$ cat src/rtl/mavg_pkg.sv
// Shared helpers for the variable-length moving average.
// Assumes the window can only be shortened by 0, 1 or 2 taps.
package mavg_pkg;
    localparam int unsigned NUM_TRIM = 3;

    // Map the two-bit length code to the number of taps removed.
    function automatic logic [1:0] trim_of(input logic [1:0] code);
        return (code == 2'b11) ? 2'b00 : code;
    endfunction
endpackage

$ cat src/rtl/mavg_delay_line.sv
// Shift register that holds the most recent DEPTH accepted samples.
// taps[k] holds the sample accepted k+1 acceptances ago.
// A clear zeroes every stage, and a sample shifted in during the same cycle lands in stage 0.
module mavg_delay_line #(
    parameter int DW    = 12,
    parameter int DEPTH = 16
) (
    input  logic                      clk,
    input  logic                      rst_n,
    input  logic                      clear,
    input  logic                      shift_en,
    input  logic [DW-1:0]             din,
    output logic [DEPTH-1:0][DW-1:0]  taps
);
    // Shift on each accepted sample, or empty the line on a clear.
    always_ff @(posedge clk) begin
        if (!rst_n) begin
            taps <= '0;
        end else if (clear) begin
            taps    <= '0;
            taps[0] <= shift_en ? din : '0;
        end else if (shift_en) begin
            for (int i = DEPTH - 1; i > 0; i--) taps[i] <= taps[i-1];
            taps[0] <= din;
        end
    end

    a_r6_clear_empties: assert property (@(posedge clk) disable iff (!rst_n)
        (clear && !shift_en) |=> (taps == '0));
    a_r1_shift_moves: assert property (@(posedge clk) disable iff (!rst_n)
        (shift_en && !clear) |=> (taps[1] == $past(taps[0])));
endmodule

$ cat src/rtl/mavg_tap_sel.sv
// Forms the delayed comb term from the delay line.
// Integer mode returns twice the oldest in-window tap.
// Half mode returns the sum of that tap and the tap one stage newer.
// Assumes DEPTH >= NUM_TRIM + 1.
module mavg_tap_sel
    import mavg_pkg::*;
#(
    parameter int DW    = 12,
    parameter int DEPTH = 16
) (
    input  logic [DEPTH-1:0][DW-1:0] taps,
    input  logic [1:0]               trim,
    input  logic                     half,
    output logic signed [DW:0]       term
);
    logic signed [DW:0] cand [NUM_TRIM];

    for (genvar t = 0; t < NUM_TRIM; t++) begin : g_cand
        logic signed [DW-1:0] far_s;
        logic signed [DW-1:0] near_s;
        assign far_s  = taps[DEPTH-1-t];
        assign near_s = taps[DEPTH-2-t];
        // Candidate term for a window shortened by t taps.
        assign cand[t] = half ? ({far_s[DW-1], far_s} + {near_s[DW-1], near_s})
                              : {far_s, 1'b0};
    end

    // Pick the candidate that matches the selected length.
    always_comb begin
        term = cand[0];
        if (trim == 2'd1)      term = cand[1];
        else if (trim == 2'd2) term = cand[2];
    end

    initial a_r1_depth_ok: assert (DEPTH >= NUM_TRIM + 1);
endmodule

$ cat src/rtl/mavg_integrator.sv
// Comb difference plus accumulator, and a fill counter for the valid flag.
// Assumes the delayed term is already forced to zero by the caller while clear is high.
// The accumulator wraps in two's complement, but AW is sized so the window sum never does.
module mavg_integrator #(
    parameter int DW    = 12,
    parameter int AW    = 17,
    parameter int DEPTH = 16,
    parameter int CW    = 5
) (
    input  logic                 clk,
    input  logic                 rst_n,
    input  logic                 clear,
    input  logic                 en,
    input  logic [DW-1:0]        din,
    input  logic signed [DW:0]   delayed,
    input  logic [CW-1:0]        need,
    output logic signed [AW-1:0] acc,
    output logic                 valid
);
    logic signed [DW+1:0] comb;
    logic signed [AW-1:0] acc_base;
    logic [CW-1:0]        cnt, cnt_new;

    // Comb stage: the doubled newest sample minus the delayed term.
    always_comb comb = {din[DW-1], din, 1'b0} - {delayed[DW], delayed};

    // Work out the accumulator base and the next fill count.
    always_comb begin
        acc_base = clear ? '0 : acc;
        if (clear)                                cnt_new = en ? CW'(1) : '0;
        else if (en && (cnt < CW'(DEPTH)))        cnt_new = cnt + CW'(1);
        else                                      cnt_new = cnt;
    end

    // Accumulate the comb output and register the valid flag.
    always_ff @(posedge clk) begin
        if (!rst_n) begin
            acc   <= '0;
            cnt   <= '0;
            valid <= 1'b0;
        end else begin
            acc   <= en ? acc_base + {{(AW-DW-2){comb[DW+1]}}, comb} : acc_base;
            cnt   <= cnt_new;
            valid <= en && (cnt_new >= need);
        end
    end

    a_r4_hold_when_idle: assert property (@(posedge clk) disable iff (!rst_n)
        (!en && !clear) |=> $stable(acc));
    a_r5_valid_after_input: assert property (@(posedge clk) disable iff (!rst_n)
        valid |-> $past(en));
    a_r6_count_restarts: assert property (@(posedge clk) disable iff (!rst_n)
        clear |=> (cnt <= CW'(1)));
endmodule

$ cat src/rtl/varlen_mavg.sv
// Top of the variable-length recursive moving average.
// Holds the last configuration and raises a clear when it changes.
// Assumes one sample per cycle at most, with no back-pressure.
module varlen_mavg
    import mavg_pkg::*;
#(
    parameter int DW     = 12,
    parameter int MAXLEN = 16,
    localparam int AW    = DW + $clog2(MAXLEN) + 1,
    localparam int CW    = $clog2(MAXLEN + 1)
) (
    input  logic          clk,
    input  logic          rst_n,
    input  logic          in_valid,
    input  logic [DW-1:0] in_data,
    input  logic [1:0]    len_sel,
    input  logic          half_en,
    output logic          out_valid,
    output logic [AW-1:0] out_data
);
    logic [2:0]                 cfg_q;
    logic                       clear;
    logic [1:0]                 trim;
    logic [CW-1:0]              need;
    logic [MAXLEN-1:0][DW-1:0]  taps;
    logic signed [DW:0]         term, term_g;
    logic signed [AW-1:0]       acc;

    // Remember the configuration so that a change can be detected.
    always_ff @(posedge clk) begin
        if (!rst_n) cfg_q <= '0;
        else        cfg_q <= {len_sel, half_en};
    end

    // Decode the window length and the clear condition.
    always_comb begin
        clear  = ({len_sel, half_en} != cfg_q);
        trim   = trim_of(len_sel);
        need   = CW'(MAXLEN) - CW'(trim);
        term_g = clear ? '0 : term;
    end

    mavg_delay_line #(.DW(DW), .DEPTH(MAXLEN)) u_line (
        .clk(clk), .rst_n(rst_n), .clear(clear), .shift_en(in_valid),
        .din(in_data), .taps(taps));

    mavg_tap_sel #(.DW(DW), .DEPTH(MAXLEN)) u_sel (
        .taps(taps), .trim(trim), .half(half_en), .term(term));

    mavg_integrator #(.DW(DW), .AW(AW), .DEPTH(MAXLEN), .CW(CW)) u_int (
        .clk(clk), .rst_n(rst_n), .clear(clear), .en(in_valid), .din(in_data),
        .delayed(term_g), .need(need), .acc(acc), .valid(out_valid));

    assign out_data = acc;

    a_r6_change_blocks_valid: assert property (@(posedge clk) disable iff (!rst_n)
        clear |=> !out_valid);
    a_r4_idle_no_valid: assert property (@(posedge clk) disable iff (!rst_n)
        !in_valid |=> !out_valid);
endmodule

$ cat config.mk
export PLATFORM = sky130hd
export DESIGN_NAME = varlen_mavg
export DESIGN_NICKNAME = d
export VERILOG_FILES = /design/src/rtl/mavg_pkg.sv /design/src/rtl/mavg_delay_line.sv /design/src/rtl/mavg_tap_sel.sv /design/src/rtl/mavg_integrator.sv /design/src/rtl/varlen_mavg.sv
export SDC_FILE = /design/constraint.sdc
export NUM_CORES = 1
export LEC_CHECK = 0
export ABC_AREA = 1
export BUFFER_PORTS_ARGS = -buffer_cell sky130_fd_sc_hd__buf_2
export CELL_PAD_IN_SITES_DETAIL_PLACEMENT = 0
export CELL_PAD_IN_SITES_GLOBAL_PLACEMENT = 2
export CORE_UTILIZATION = 33
export CTS_CLUSTER_DIAMETER = 50
export DETAILED_ROUTE_END_ITERATION = 7
export PLACE_DENSITY_LB_ADDON = 0.1
export SKIP_LAST_GASP = 1
export SLEW_MARGIN = 30
export SYNTH_ARGS = -nofsm -noshare
export SYNTH_HDL_FRONTEND = slang
export SYNTH_SLANG_ARGS = --single-unit
$ cat constraint.sdc
create_clock -name clk -period 4.55 [get_ports clk]
set_input_delay 0.91 -clock clk [delete_from_list [all_inputs] [get_ports clk]]
set_output_delay 0.91 -clock clk [all_outputs]
set_load 0.01 [all_outputs]
==> results.tsv <==
metric	value	unit
Max Fclk	215	MHz
Worst setup SP type	flop	
Residual DRC	0	
violations in the final reports	setup timing	
Worst Setup Path Type	reg -> reg	
average wire per standard cell	14.8	µm
RSZ-0062 raised after global routing	true	
maximum single-stage delay on the critical path	350	ps
worst-skew pair later-pin latency	520	ps
via count of the first global-routing pass	10261	
most repeated library cell on the critical path	sky130_fd_sc_hd__nand2_1	
worst IR drop on VDD	0.271	mV
clock root cell	sky130_fd_sc_hd__clkbuf_16	
global route overflow	0	
number of core rows	66	
wire length of the first global-routing pass	52700	µm
share of power burned in registers	37.4	%
via count	10445	
detailed router's first-iteration violation count	540	
proportion of synthesized chip area in sequential cells	39.4	%
clock-pin slew reported for the worst setup and hold paths after clock tree synthesis	50	ps
number of enable flip-flop cells after synthesis	0	
Core Footprint	0.0328	mm²
iteration count of the initial detailed-routing pass	7	
effective utilization at floorplan	33.8	%
share of the core filled with cells in the final layout	45.4	%
aggregate routed wire length	32300	µm
final instance count without filler cells	2191	
data arrival time at the worst-slack endpoint	5040	ps
Switching Power	0.00132	W
result of the run	finished with violations	
number of I/O port buffers	35	
worst-case hold path end point	u_line.taps[95]$_SDFFE_PP0P_	
worst clock skew	23.8	ps
Antenna Nets Post-Route	0	
flops & latches, synth	218	
Yosys warnings	0	
Internal	0.00386	W
proportion of layout cells with a drive suffix above 1	23.4	%
maxcap violations	0	
Final nets	1819	
total nets after synthesis	1645	
CTS sink count	218	
quantity of hold-fixing buffers added after cts	0	
global placement routability congestion	0.865	
count of endpoints failing setup in the final report	3	
Reg2Reg Setup Slack	-90	ps
clock period minus worst slack	4640	ps
final worst path period share	102	%
Avg Inst Size Synth	7.16	µm²
worst flop-to-flop path endpoint	u_int.acc[16]$_SDFF_PN0_	
number of hold violations in the final report	0	
FFs w/ async S/R, synth	0	%
count of cells along the worst register-to-register path	35	
Tot Pwr	0.00518	W
Slew Limit Headroom	48.0	%
slack of the critical path	-90.8	ps
width of the die	185	µm
share of total power in combinational logic	11.4	%
Syn Std Cell Area	0.0111	mm²
maximum number of pins on one net before global-route repair	108	
hold crit path type	reg -> reg	
Avg Vias per Cell	4.77	
number of antenna repair diodes	0	
sort of element at the end of the critical path	flop	
Cells on Worst Hold Path	2	
required time of the critical path	4950	ps
Total Die Area	0.0343	mm²
half-perimeter wire length of the detailed placement result	22000	µm
number of standard cells after synthesis	1548	
Placed Cells	2111	
worst hold start	u_line.taps[95]$_SDFFE_PP0P_	
main flop type after synthesis	sky130_fd_sc_hd__dfxtp_1	
synth unique cells	44	
maximum number of buffers from clock root to sink	3	
Power Density	348	mW/mm²
slew at the pin closest to its max-slew limit	780	ps
floorplan die height	185	µm
slowest library cell on the worst path	sky130_fd_sc_hd__dfxtp_2	
Sum Neg Setup Slack	-112	ps
Top Ports	36	
critical register-to-register path startpoint	u_line.taps[156]$_SDFFE_PP0P_	
TritonCTS clock tree	done	
Slew Limit Fails	0	
clock network fraction of design power	51.2	%
overall track demand over capacity in global routing	19.2	%
initial antenna violation count	0	
area of placed instances	0.0129	mm²
H-tree depth	2	
Layout area overhead	34.3	%
final standard cell area without fillers	0.0149	mm²
Switching Fraction	25.5	%
maximum net fanout on the critical path	3	
total clock buffers created by CTS	36	
leakage power total	5.85	nW
## how the worst max path moves through the flow
stage | start | to | slack (ps)
2_1_floorplan | half_en | u_int.acc[16]$_SDFF_PN0_ | 30
3_3_place_gp | u_line.taps[144]$_SDFFE_PP0P_ | u_int.acc[16]$_SDFF_PN0_ | -360
3_5_place_dp | u_line.taps[156]$_SDFFE_PP0P_ | u_int.acc[16]$_SDFF_PN0_ | -510
4_1_cts | u_line.taps[180]$_SDFFE_PP0P_ | u_int.acc[16]$_SDFF_PN0_ | -160
5_1_grt | u_line.taps[156]$_SDFFE_PP0P_ | u_int.acc[16]$_SDFF_PN0_ | -480
6_report | u_line.taps[156]$_SDFFE_PP0P_ | u_int.acc[16]$_SDFF_PN0_ | -90
## worst max-delay path, delay by kind of cell, from the launching register on
kind / cells / cell delay [ps]
AOI/OAI and AO/OA: 3 / 430
xor gates and xnor gates: 1 / 170
adders and majority gates: 4 / 1020
buffers and inverters: 5 / 400
DFF: 1 / 350
and+or+nand+nor: 22 / 2170
## cell families (layout without fill, tap and decap cells)
family	after synthesis	after routing	share of synthesized area, %
and+or+nand+nor	644	644	22.9
AOI/OAI and AO/OA	391	391	19.3
DFF	218	218	39.4
buffers and inverters	180	381	6.21
adders and majority gates	79	79	9.25
xor gates and xnor gates	35	35	2.83
muxes	1	1	0.0903
## cell usage after synthesis, types with 8 or more instances
library cell,instances,area share (%)
sky130_fd_sc_hd__dfxtp_1,218,39
sky130_fd_sc_hd__inv_1,95,3.2
sky130_fd_sc_hd__nor3_1,9,0.41
sky130_fd_sc_hd__clkbuf_1,73,2.5
sky130_fd_sc_hd__xnor2_1,10,0.79
sky130_fd_sc_hd__a21oi_1,277,13
sky130_fd_sc_hd__nand3_1,48,2.2
sky130_fd_sc_hd__nand2_1,503,17
sky130_fd_sc_hd__o21ai_0,58,2.6
sky130_fd_sc_hd__nor2_1,67,2.3
sky130_fd_sc_hd__xor2_1,24,1.9
sky130_fd_sc_hd__ha_1,74,8.4
sky130_fd_sc_hd__a32o_1,14,1.3
sky130_fd_sc_hd__nand2_2,8,0.45
## area by class of cell
type,count,area [µm²]
Fill cell,3411,17900
Clock buffer,54,1030
Sequential cell,218,4370
Multi-Input combinational cell,1150,6760
Timing Repair Buffer,219,1660
Clock inverter,11,151
Tap cell,442,553
Inverter,97,372
## power groups by stage
stage / registers, W / logic, W / clock network, W
final: 0.00194 / 0.000592 / 0.00265
after global routing: 0.00194 / 0.000658 / 0.00282
after CTS: 0.00194 / 0.000527 / 0.00273
after detailed placement: 0.00198 / 0.000499 / 0
after global placement: 0.00198 / 0.000500 / 0
after floorplan: 0.00198 / 0.000283 / 0
## sequential cells by signal (all words and copies together), names as in the netlist
name	cells
cfg_q	3
u_line.taps	192
u_int.valid	1
u_int.cnt	5
u_int.acc	17
## layout by cell type, fill, tap and decap left out, drive strengths merged, types with 7 or more instances in the layout
cell type	count
a21oi	277
a32o	14
xor2	25
xnor2	10
o21ai	58
nor2	68
a21o	7
nand2	512
dfxtp	218
o211ai	7
inv	101
buf	219
nand3	48
ha	74
clkbuf	54
nor3	9
## routing by layer
metal | wire, µm | part of all wire [%] | vias to the layer above | GRT usage (%)
met4 | 605 | 1.9 | 0 | 4.46
li1 | - | - | 5483 | -
met5 | 0 | 0 | - | 0
met3 | 1120 | 3.5 | 46 | 2.54
met2 | 14400 | 45 | 120 | 30.8
met1 | 16200 | 50 | 4796 | 27.1
## through the flow
stage	hold slack, ps	worst slack [ps]
after detailed placement	449	-506
after floorplan	436	26.5
final	457	-90.8
after global routing	472	-480
after CTS	456	-165
after global placement	444	-356
## what timing repair did
item / 4_1_cts / 5_1_grt
hold endpoints to repair: 0 / 0
gates resized for setup: 55 / 111
setup buffers: 8 / 10
pin swaps: 29 / 74
endpoints found under the setup margin: 8 / 10
gates cloned: 0 / 0
Note: power is estimated with default switching activity, not from simulation.
